## src/rtl/cfgbank_pkg.sv

```systemverilog
package cfgbank_pkg;
  localparam int NPROT = 10;
  localparam int NKEY  = 4;

  localparam logic [7:0] IX_KEY    = 8'h03;
  localparam logic [7:0] IX_PINEN  = 8'h0F;
  localparam logic [7:0] IX_WDOG   = 8'h13;
  localparam logic [7:0] IX_ID_A   = 8'h5D;
  localparam logic [7:0] IX_ID_B   = 8'h5E;

  localparam logic [7:0] RELOCK    = 8'h35;
  localparam logic [7:0] ID_A      = 8'h19;
  localparam logic [7:0] ID_B      = 8'h34;
  localparam logic [7:0] ADDR_BYTE = 8'h5C;

  function automatic logic [7:0] key_byte(input int i);
    case (i)
      0: return 8'h32;
      1: return 8'h5D;
      2: return 8'h42;
      default: return 8'hAC;
    endcase
  endfunction

  // protected slot s lives at index s for s<3, else s+1 (0x03 is the key)
  function automatic logic [7:0] slot_index(input int s);
    return (s < 3) ? 8'(s) : 8'(s + 1);
  endfunction

  function automatic logic [7:0] slot_mask(input int s);
    case (s)
      6:       return 8'h0F;
      7, 8:    return 8'h1F;
      9:       return 8'h31;
      default: return 8'hFF;
    endcase
  endfunction

  function automatic logic [7:0] slot_rst(input int s);
    return (s == 6) ? 8'h02 : 8'h00;
  endfunction
endpackage

```

## src/rtl/cfg_key_lock.sv

```systemverilog
module cfg_key_lock
  import cfgbank_pkg::*;
(
  input  logic       clk,
  input  logic       rst,
  input  logic       key_wr,
  input  logic [7:0] key_data,
  input  logic       wipe,
  output logic       unlocked
);
  localparam int SW = $clog2(NKEY + 1);

  logic [SW-1:0] stage_q;

  always_comb unlocked = (stage_q == SW'(NKEY));

  always_ff @(posedge clk) begin
    if (rst || wipe) begin
      stage_q <= '0;
    end else if (key_wr) begin
      if (unlocked) begin
        if (key_data == RELOCK) stage_q <= '0;
      end else if (key_data == key_byte(int'(stage_q))) begin
        stage_q <= stage_q + 1'b1;
      end else begin
        stage_q <= (key_data == key_byte(0)) ? SW'(1) : '0;
      end
    end
  end

  p_unlock_last_byte_r1: assert property (@(posedge clk) disable iff (rst)
    $rose(unlocked) |-> $past(key_wr && key_data == key_byte(NKEY - 1)));

  p_relock_r2: assert property (@(posedge clk) disable iff (rst)
    (unlocked && key_wr && key_data == RELOCK) |=> !unlocked);

  p_stay_unlocked_r2: assert property (@(posedge clk) disable iff (rst)
    (unlocked && !wipe && !(key_wr && key_data == RELOCK)) |=> unlocked);

  p_wipe_clears_key_r5: assert property (@(posedge clk) disable iff (rst)
    wipe |=> !unlocked);
endmodule

```

## src/rtl/cfg_watchdog.sv

```systemverilog
module cfg_watchdog #(
  parameter int CW = 7
) (
  input  logic          clk,
  input  logic          rst,
  input  logic          load,
  input  logic          load_en,
  input  logic [CW-1:0] load_cnt,
  input  logic          tick,
  output logic          en_q,
  output logic [CW-1:0] cnt_q,
  output logic          fire
);
  always_comb fire = tick && en_q && (cnt_q == '0) && !load;

  always_ff @(posedge clk) begin
    if (rst) begin
      en_q  <= 1'b0;
      cnt_q <= '0;
    end else if (load) begin
      en_q  <= load_en;
      cnt_q <= load_cnt;
    end else if (tick && en_q) begin
      if (cnt_q == '0) en_q  <= 1'b0;
      else             cnt_q <= cnt_q - 1'b1;
    end
  end

  p_wd_selfclear_r5: assert property (@(posedge clk) disable iff (rst)
    fire |=> !en_q);

  p_wd_step_r5: assert property (@(posedge clk) disable iff (rst)
    (tick && en_q && cnt_q != '0 && !load) |=> (cnt_q == CW'($past(cnt_q) - 1'b1)));
endmodule

```

## src/rtl/cfg_pin_sync.sv

```systemverilog
module cfg_pin_sync #(
  parameter int STAGES = 2
) (
  input  logic clk,
  input  logic rst,
  input  logic pin_n,
  output logic pin_low
);
  logic [STAGES-1:0] sr_q;

  generate
    if (STAGES == 1) begin : g_one
      always_ff @(posedge clk) begin
        if (rst) sr_q <= '1;
        else     sr_q <= pin_n;
      end
    end else begin : g_chain
      always_ff @(posedge clk) begin
        if (rst) sr_q <= '1;
        else     sr_q <= {sr_q[STAGES-2:0], pin_n};
      end
    end
  endgenerate

  always_comb pin_low = ~sr_q[STAGES-1];
endmodule

```

## src/rtl/cfg_prot_bank.sv

```systemverilog
module cfg_prot_bank
  import cfgbank_pkg::*;
(
  input  logic                  clk,
  input  logic                  rst,
  input  logic                  wr_stb,
  input  logic [7:0]            idx,
  input  logic [7:0]            wdata,
  input  logic                  unlocked,
  input  logic                  wipe,
  output logic [NPROT-1:0][7:0] q
);
  generate
    for (genvar s = 0; s < NPROT; s++) begin : g_slot
      always_ff @(posedge clk) begin
        if (rst || wipe) begin
          q[s] <= slot_rst(s);
        end else if (wr_stb && unlocked && idx == slot_index(s)) begin
          q[s] <= wdata & slot_mask(s);
        end
      end
    end
  endgenerate

  p_locked_stable_r3: assert property (@(posedge clk) disable iff (rst)
    (!unlocked && !wipe) |=> $stable(q));
endmodule

```

## src/rtl/vreg_cfg_bank.sv

```systemverilog
module vreg_cfg_bank
  import cfgbank_pkg::*;
#(
  parameter int SYNC_STAGES = 2,
  parameter int WD_W        = 7
) (
  input  logic       clk,
  input  logic       rst,
  input  logic       wr_stb,
  input  logic       rd_stb,
  input  logic [7:0] idx,
  input  logic [7:0] wdata,
  input  logic       tick,
  input  logic       clr_pin_n,
  output logic [7:0] rdata,
  output logic       unlocked,
  output logic       wipe_pulse,
  output logic [7:0] addr_byte,
  output logic [7:0] base_nb,
  output logic [7:0] base_c0,
  output logic [7:0] base_c1,
  output logic [7:0] ofs_nb,
  output logic [7:0] ofs_c0,
  output logic [7:0] ofs_c1,
  output logic [3:0] step_sel,
  output logic [4:0] ovs_a,
  output logic [4:0] ovs_b,
  output logic       man_en,
  output logic       mir_nb,
  output logic       mir_c0
);
  localparam int PAD = 7 - WD_W;

  logic [NPROT-1:0][7:0] prot_q;
  logic                  pin_low;
  logic                  pinen_q;
  logic                  wd_en;
  logic [WD_W-1:0]       wd_cnt;
  logic                  wd_fire;
  logic                  wipe_req;
  logic                  wd_load;
  logic [7:0]            rd_mux;

  always_comb wipe_req = wd_fire || (pinen_q && pin_low);
  always_comb wd_load  = wr_stb && (idx == IX_WDOG);

  cfg_key_lock i_key (
    .clk      (clk),
    .rst      (rst),
    .key_wr   (wr_stb && idx == IX_KEY),
    .key_data (wdata),
    .wipe     (wipe_req),
    .unlocked (unlocked)
  );

  cfg_watchdog #(.CW(WD_W)) i_wd (
    .clk      (clk),
    .rst      (rst),
    .load     (wd_load),
    .load_en  (wdata[7]),
    .load_cnt (wdata[WD_W-1:0]),
    .tick     (tick),
    .en_q     (wd_en),
    .cnt_q    (wd_cnt),
    .fire     (wd_fire)
  );

  cfg_pin_sync #(.STAGES(SYNC_STAGES)) i_sync (
    .clk     (clk),
    .rst     (rst),
    .pin_n   (clr_pin_n),
    .pin_low (pin_low)
  );

  cfg_prot_bank i_bank (
    .clk      (clk),
    .rst      (rst),
    .wr_stb   (wr_stb),
    .idx      (idx),
    .wdata    (wdata),
    .unlocked (unlocked),
    .wipe     (wipe_req),
    .q        (prot_q)
  );

  always_ff @(posedge clk) begin
    if (rst) pinen_q <= 1'b0;
    else if (wr_stb && idx == IX_PINEN) pinen_q <= wdata[0];
  end

  always_ff @(posedge clk) begin
    if (rst) wipe_pulse <= 1'b0;
    else     wipe_pulse <= wipe_req;
  end

  always_comb begin
    rd_mux = 8'h00;
    for (int s = 0; s < NPROT; s++) begin
      if (idx == slot_index(s)) rd_mux = prot_q[s];
    end
    case (idx)
      IX_KEY:   rd_mux = unlocked ? 8'hFF : 8'h00;
      IX_PINEN: rd_mux = {7'd0, pinen_q};
      IX_WDOG:  rd_mux = {wd_en, {PAD{1'b0}}, wd_cnt};
      IX_ID_A:  rd_mux = ID_A;
      IX_ID_B:  rd_mux = ID_B;
      default:  ;
    endcase
  end

  always_ff @(posedge clk) begin
    if (rst)         rdata <= 8'h00;
    else if (rd_stb) rdata <= rd_mux;
  end

  always_comb begin
    addr_byte = ADDR_BYTE;
    base_nb   = prot_q[0];
    base_c0   = prot_q[1];
    base_c1   = prot_q[2];
    ofs_nb    = prot_q[3];
    ofs_c0    = prot_q[4];
    ofs_c1    = prot_q[5];
    step_sel  = prot_q[6][3:0];
    ovs_a     = prot_q[7][4:0];
    ovs_b     = prot_q[8][4:0];
    man_en    = prot_q[9][0];
    mir_nb    = prot_q[9][4];
    mir_c0    = prot_q[9][5];
  end

  p_rdata_hold_r10: assert property (@(posedge clk) disable iff (rst)
    !rd_stb |=> $stable(rdata));

  p_unimpl_zero_r9: assert property (@(posedge clk) disable iff (rst)
    (rd_stb && idx > IX_ID_B) |=> (rdata == 8'h00));

  p_pin_wipe_r6: assert property (@(posedge clk) disable iff (rst)
    (pinen_q && pin_low) |=> (wipe_pulse && !unlocked));
endmodule

```

## config.mk

```make
export PLATFORM = sky130hd
export DESIGN_NAME = vreg_cfg_bank
export DESIGN_NICKNAME = d
export VERILOG_FILES = /design/src/rtl/cfgbank_pkg.sv /design/src/rtl/cfg_key_lock.sv /design/src/rtl/cfg_watchdog.sv /design/src/rtl/cfg_pin_sync.sv /design/src/rtl/cfg_prot_bank.sv /design/src/rtl/vreg_cfg_bank.sv
export SDC_FILE = /design/constraint.sdc
export NUM_CORES = 1
export LEC_CHECK = 0
export ABC_CLOCK_PERIOD_IN_PS = 3800
export BUFFER_PORTS_ARGS = -buffer_cell sky130_fd_sc_hd__buf_2
export CAP_MARGIN = 20
export CELL_PAD_IN_SITES_DETAIL_PLACEMENT = 1
export CELL_PAD_IN_SITES_GLOBAL_PLACEMENT = 1
export CORE_MARGIN = 5
export CORE_UTILIZATION = 36
export CTS_BUF_LIST = sky130_fd_sc_hd__clkbuf_8 sky130_fd_sc_hd__clkbuf_16
export CTS_CLUSTER_SIZE = 12
export DETAILED_ROUTE_END_ITERATION = 8
export GPL_TIMING_DRIVEN = 0
export PLACE_DENSITY = 0.76
export SETUP_SLACK_MARGIN = 0.4
export SYNTH_ARGS = -nofsm -noshare
export SYNTH_HDL_FRONTEND = slang
export SYNTH_SLANG_ARGS = --single-unit
```

## constraint.sdc

```tcl
create_clock -name clk -period 3.8 [get_ports clk]
set_input_delay 0.19 -clock clk [delete_from_list [all_inputs] [get_ports clk]]
set_output_delay 0.19 -clock clk [all_outputs]
set_load 0.01 [all_outputs]
```

==> results.sh <==
export IMPL_status="completed"
export IMPL_rsz0062_at_grt="false"
export IMPL_syn_area_per_cell_sq_um=8.06
export IMPL_grt_start_max_net_pins=14
export IMPL_place_congestion=0.899
export IMPL_grt_pass1_wl_mm=27.8
export IMPL_cts_root_buf="clkbuf_16"
export IMPL_max_vdd_ir_drop_uv=177
export IMPL_leakage_nw=2.29
export IMPL_seq_area_frac_synth=0.379
export IMPL_p_per_area_nw_per_um2=350
export IMPL_crit_buf_inv=3
export IMPL_dieHeight_microns=124
export IMPL_arrival_ps=3060
export IMPL_cts_setup_buffers=0
export IMPL_cts_htree_levels=3
export IMPL_crit_path_max_incr_delay_ps=670
export IMPL_dr_total_vias=4889
export IMPL_dieArea_sq_um=15300
export IMPL_holdBufCountCts=0
export IMPL_numPortBuffers=95
export IMPL_crit_chain="inv_1 > ha_1 > buf_2 > and2_1 > buf_2 > nand2_1 > nor3_2 > nand2_1 > nand2_1 > a21oi_1"
export IMPL_grt_pass1_vias=4939
export IMPL_viasPerCell=5.66
export IMPL_crit_required_ps=4010
export IMPL_holdCritPathClass="input pin to register"
export IMPL_clock_sinks=88
export IMPL_syn2layout_area_growth_pct=21.6
export IMPL_ant_nets=0
export IMPL_final_cell_area_sq_um=5650
export IMPL_post_cts_resized=0
export IMPL_final_cell_mix="buf_2 (107), dfxtp_1 (88), nor2_1 (82)"
export IMPL_worst_pin_slew_ps=903
export IMPL_firstDrtPassIters=5
export IMPL_ys_ff_latch=88
export IMPL_cpMostUsedCell="nand2_1"
export IMPL_grt_ovfl_total=0
export IMPL_syn_inst=576
export IMPL_crit_family="simple AND/OR/NAND/NOR gates"
export IMPL_insertion_delay_ps=350
export IMPL_crit_slowest_cell="nor3_2"
export IMPL_start_kind="register"
export IMPL_maxCapViolCount=0
export IMPL_synth_edf_count=0
export IMPL_drive_gt1_frac=0.215
export IMPL_place_hpwl_mm=13.6
export IMPL_core_region_area_sq_um=12600
export IMPL_fill_cells=1603
export IMPL_finalCritPeriodShare=0.748
export IMPL_die_x_microns=124
export IMPL_antenna_found_initial=0
export IMPL_period_needed_ps=2840
export IMPL_synth_warnings=0
export IMPL_layout_commonest_cell="buf_2"
export IMPL_cts_reportedPaths_clkPinSlew_ps=60
export IMPL_post_drt_wl_per_cell_microns=21.0
export IMPL_fin_nets=716
export IMPL_slew_viol_final=0
export IMPL_final_setup_viol_count=0
export IMPL_synth_cell_area_sq_um=4640
export IMPL_place_area_sq_um=5360
export IMPL_cp_max_fo=10
export IMPL_async_flop_share=0
export IMPL_max_slew_margin_rel=0.398
export IMPL_postRouteWirelength_mm=18.2
export IMPL_num_rows=41
export IMPL_multi_input_area_sq_um=2630
export IMPL_grtUsageTotal=0.241
export IMPL_synth_ff_type="dfxtp_1"
export IMPL_synth_distinct_cells=62
export IMPL_critPathKind="register to register"
export IMPL_drtIter0Drc=355
export IMPL_power_total_mw=1.98
export IMPL_fin_tns_setup_ps=0
export IMPL_max_freq_ghz=0.352
export IMPL_finalHoldViolations=0
export IMPL_regToRegSetupSlack_ps=960
export IMPL_cts_tree="done"
export IMPL_cp_end_kind="register"
export IMPL_drc_errors=0
export IMPL_clockBufferDepth=2
export IMPL_numCtsBuffers=9
export IMPL_n_antenna_cell=0
export IMPL_start_util=0.368
export IMPL_fin_skew_ps=6.41
export IMPL_io_pins=105
export IMPL_final_seq_area_sq_um=1760
Yosys cell counts, types with 3 or more instances:
library cell  number  share of area
o221ai_1           3         0.0057
buf_2             12          0.013
nand4_1            4         0.0054
nor2b_1            7         0.0094
a311oi_1           5         0.0094
inv_1              8         0.0065
nor3_2             4         0.0086
dfxtp_1           88           0.38
or4_1              4         0.0065
a31oi_1            3         0.0040
mux2i_1           50           0.11
nor2_2             4         0.0054
buf_4             11          0.018
nor3_1            11          0.012
nand2b_1           7         0.0094
a211oi_1          10          0.016
o2bb2ai_1          4         0.0075
o22ai_1            3         0.0040
nor3b_1            5         0.0081
and2_1             3         0.0040
nand2_1           60          0.048
ha_1               6          0.016
o21ai_0            8         0.0086
a21oi_1           46          0.050
nor4_1             7         0.0094
clkbuf_1          26          0.021
a22oi_1            3         0.0048
o211ai_1           5         0.0081
nor2_1            82          0.066
nand3_1           37          0.040
and3_1             5         0.0067
final cells by class:
cell class	count	area share
plain buffers	51	0.0439
clock buffers	10	0.0423
clock inverters	5	0.00864
inverters	8	0.00532
multi-input cells	435	0.465
flip-flops and latches	88	0.312
well taps	172	0.0381
repair buffers	95	0.0842
per-stage QoR:
step	worst slack (ps)	cells	hold WS, ps	util
final	957	864	24.1	0.447
after CTS	995	864	19.6	0.447
after floorplan	1730	582	294	-
after detailed placement	1050	849	379	0.425
after global routing	708	864	24.4	0.447
after global placement	1250	849	382	0.425
final timing paths:
check | startpoint | to | cells past startpoint
worst max-delay path | i_key.stage_q[0] | i_bank.q[21] | 10
worst min-delay path | clr_pin_n | i_sync.sr_q[0] | 2
worst max register to register | i_key.stage_q[0] | i_bank.q[21] | 10
worst min register to register | i_sync.sr_q[0] | i_sync.sr_q[1] | 1
logic make-up after synthesis:
| logic type | synth area share |
|---|---|
| adder cells (fa/ha/maj) | 0.0162 |
| AO/OA/AOI/OAI | 0.157 |
| XOR/XNOR | 0.00754 |
| multiplexers | 0.110 |
| flip-flops | 0.379 |
| buffers and inverters | 0.0598 |
| other | 0.00162 |
| AND/OR/NAND/NOR | 0.269 |
report_power, final:
part | leakage (nW) | switching (mW) | total, mW | internal, mW
sequential | 0.710 | 0.00256 | 0.930 | 0.927
combinational | 1.43 | 0.120 | 0.169 | 0.0482
clock | 0.149 | 0.363 | 0.880 | 0.518
registers in the layout, summed over array words and instances, names as in the netlist:
signal and flops:
i_sync.sr_q 2, rdata 8, i_bank.q 65, wipe_pulse 1, i_wd.en_q 1, i_wd.cnt_q 7, pinen_q 1, i_key.stage_q 3
worst reg2reg max path, delay by kind of cell (launching register included):
| kind | cells | cell delay, ps |
|---|---|---|
| simple gates | 5 | 1650 |
| fa+ha+maj | 1 | 150 |
| buf+inv | 3 | 500 |
| flops | 1 | 350 |
| compound gates | 1 | 70 |
metal layers:
metal  routed length, microns  GRT usage
met5                        0          0
met4                      326     0.0623
met3                     1130     0.0490
met2                     8800      0.401
met1                     7900      0.317
(Power assumes the default switching activity.)
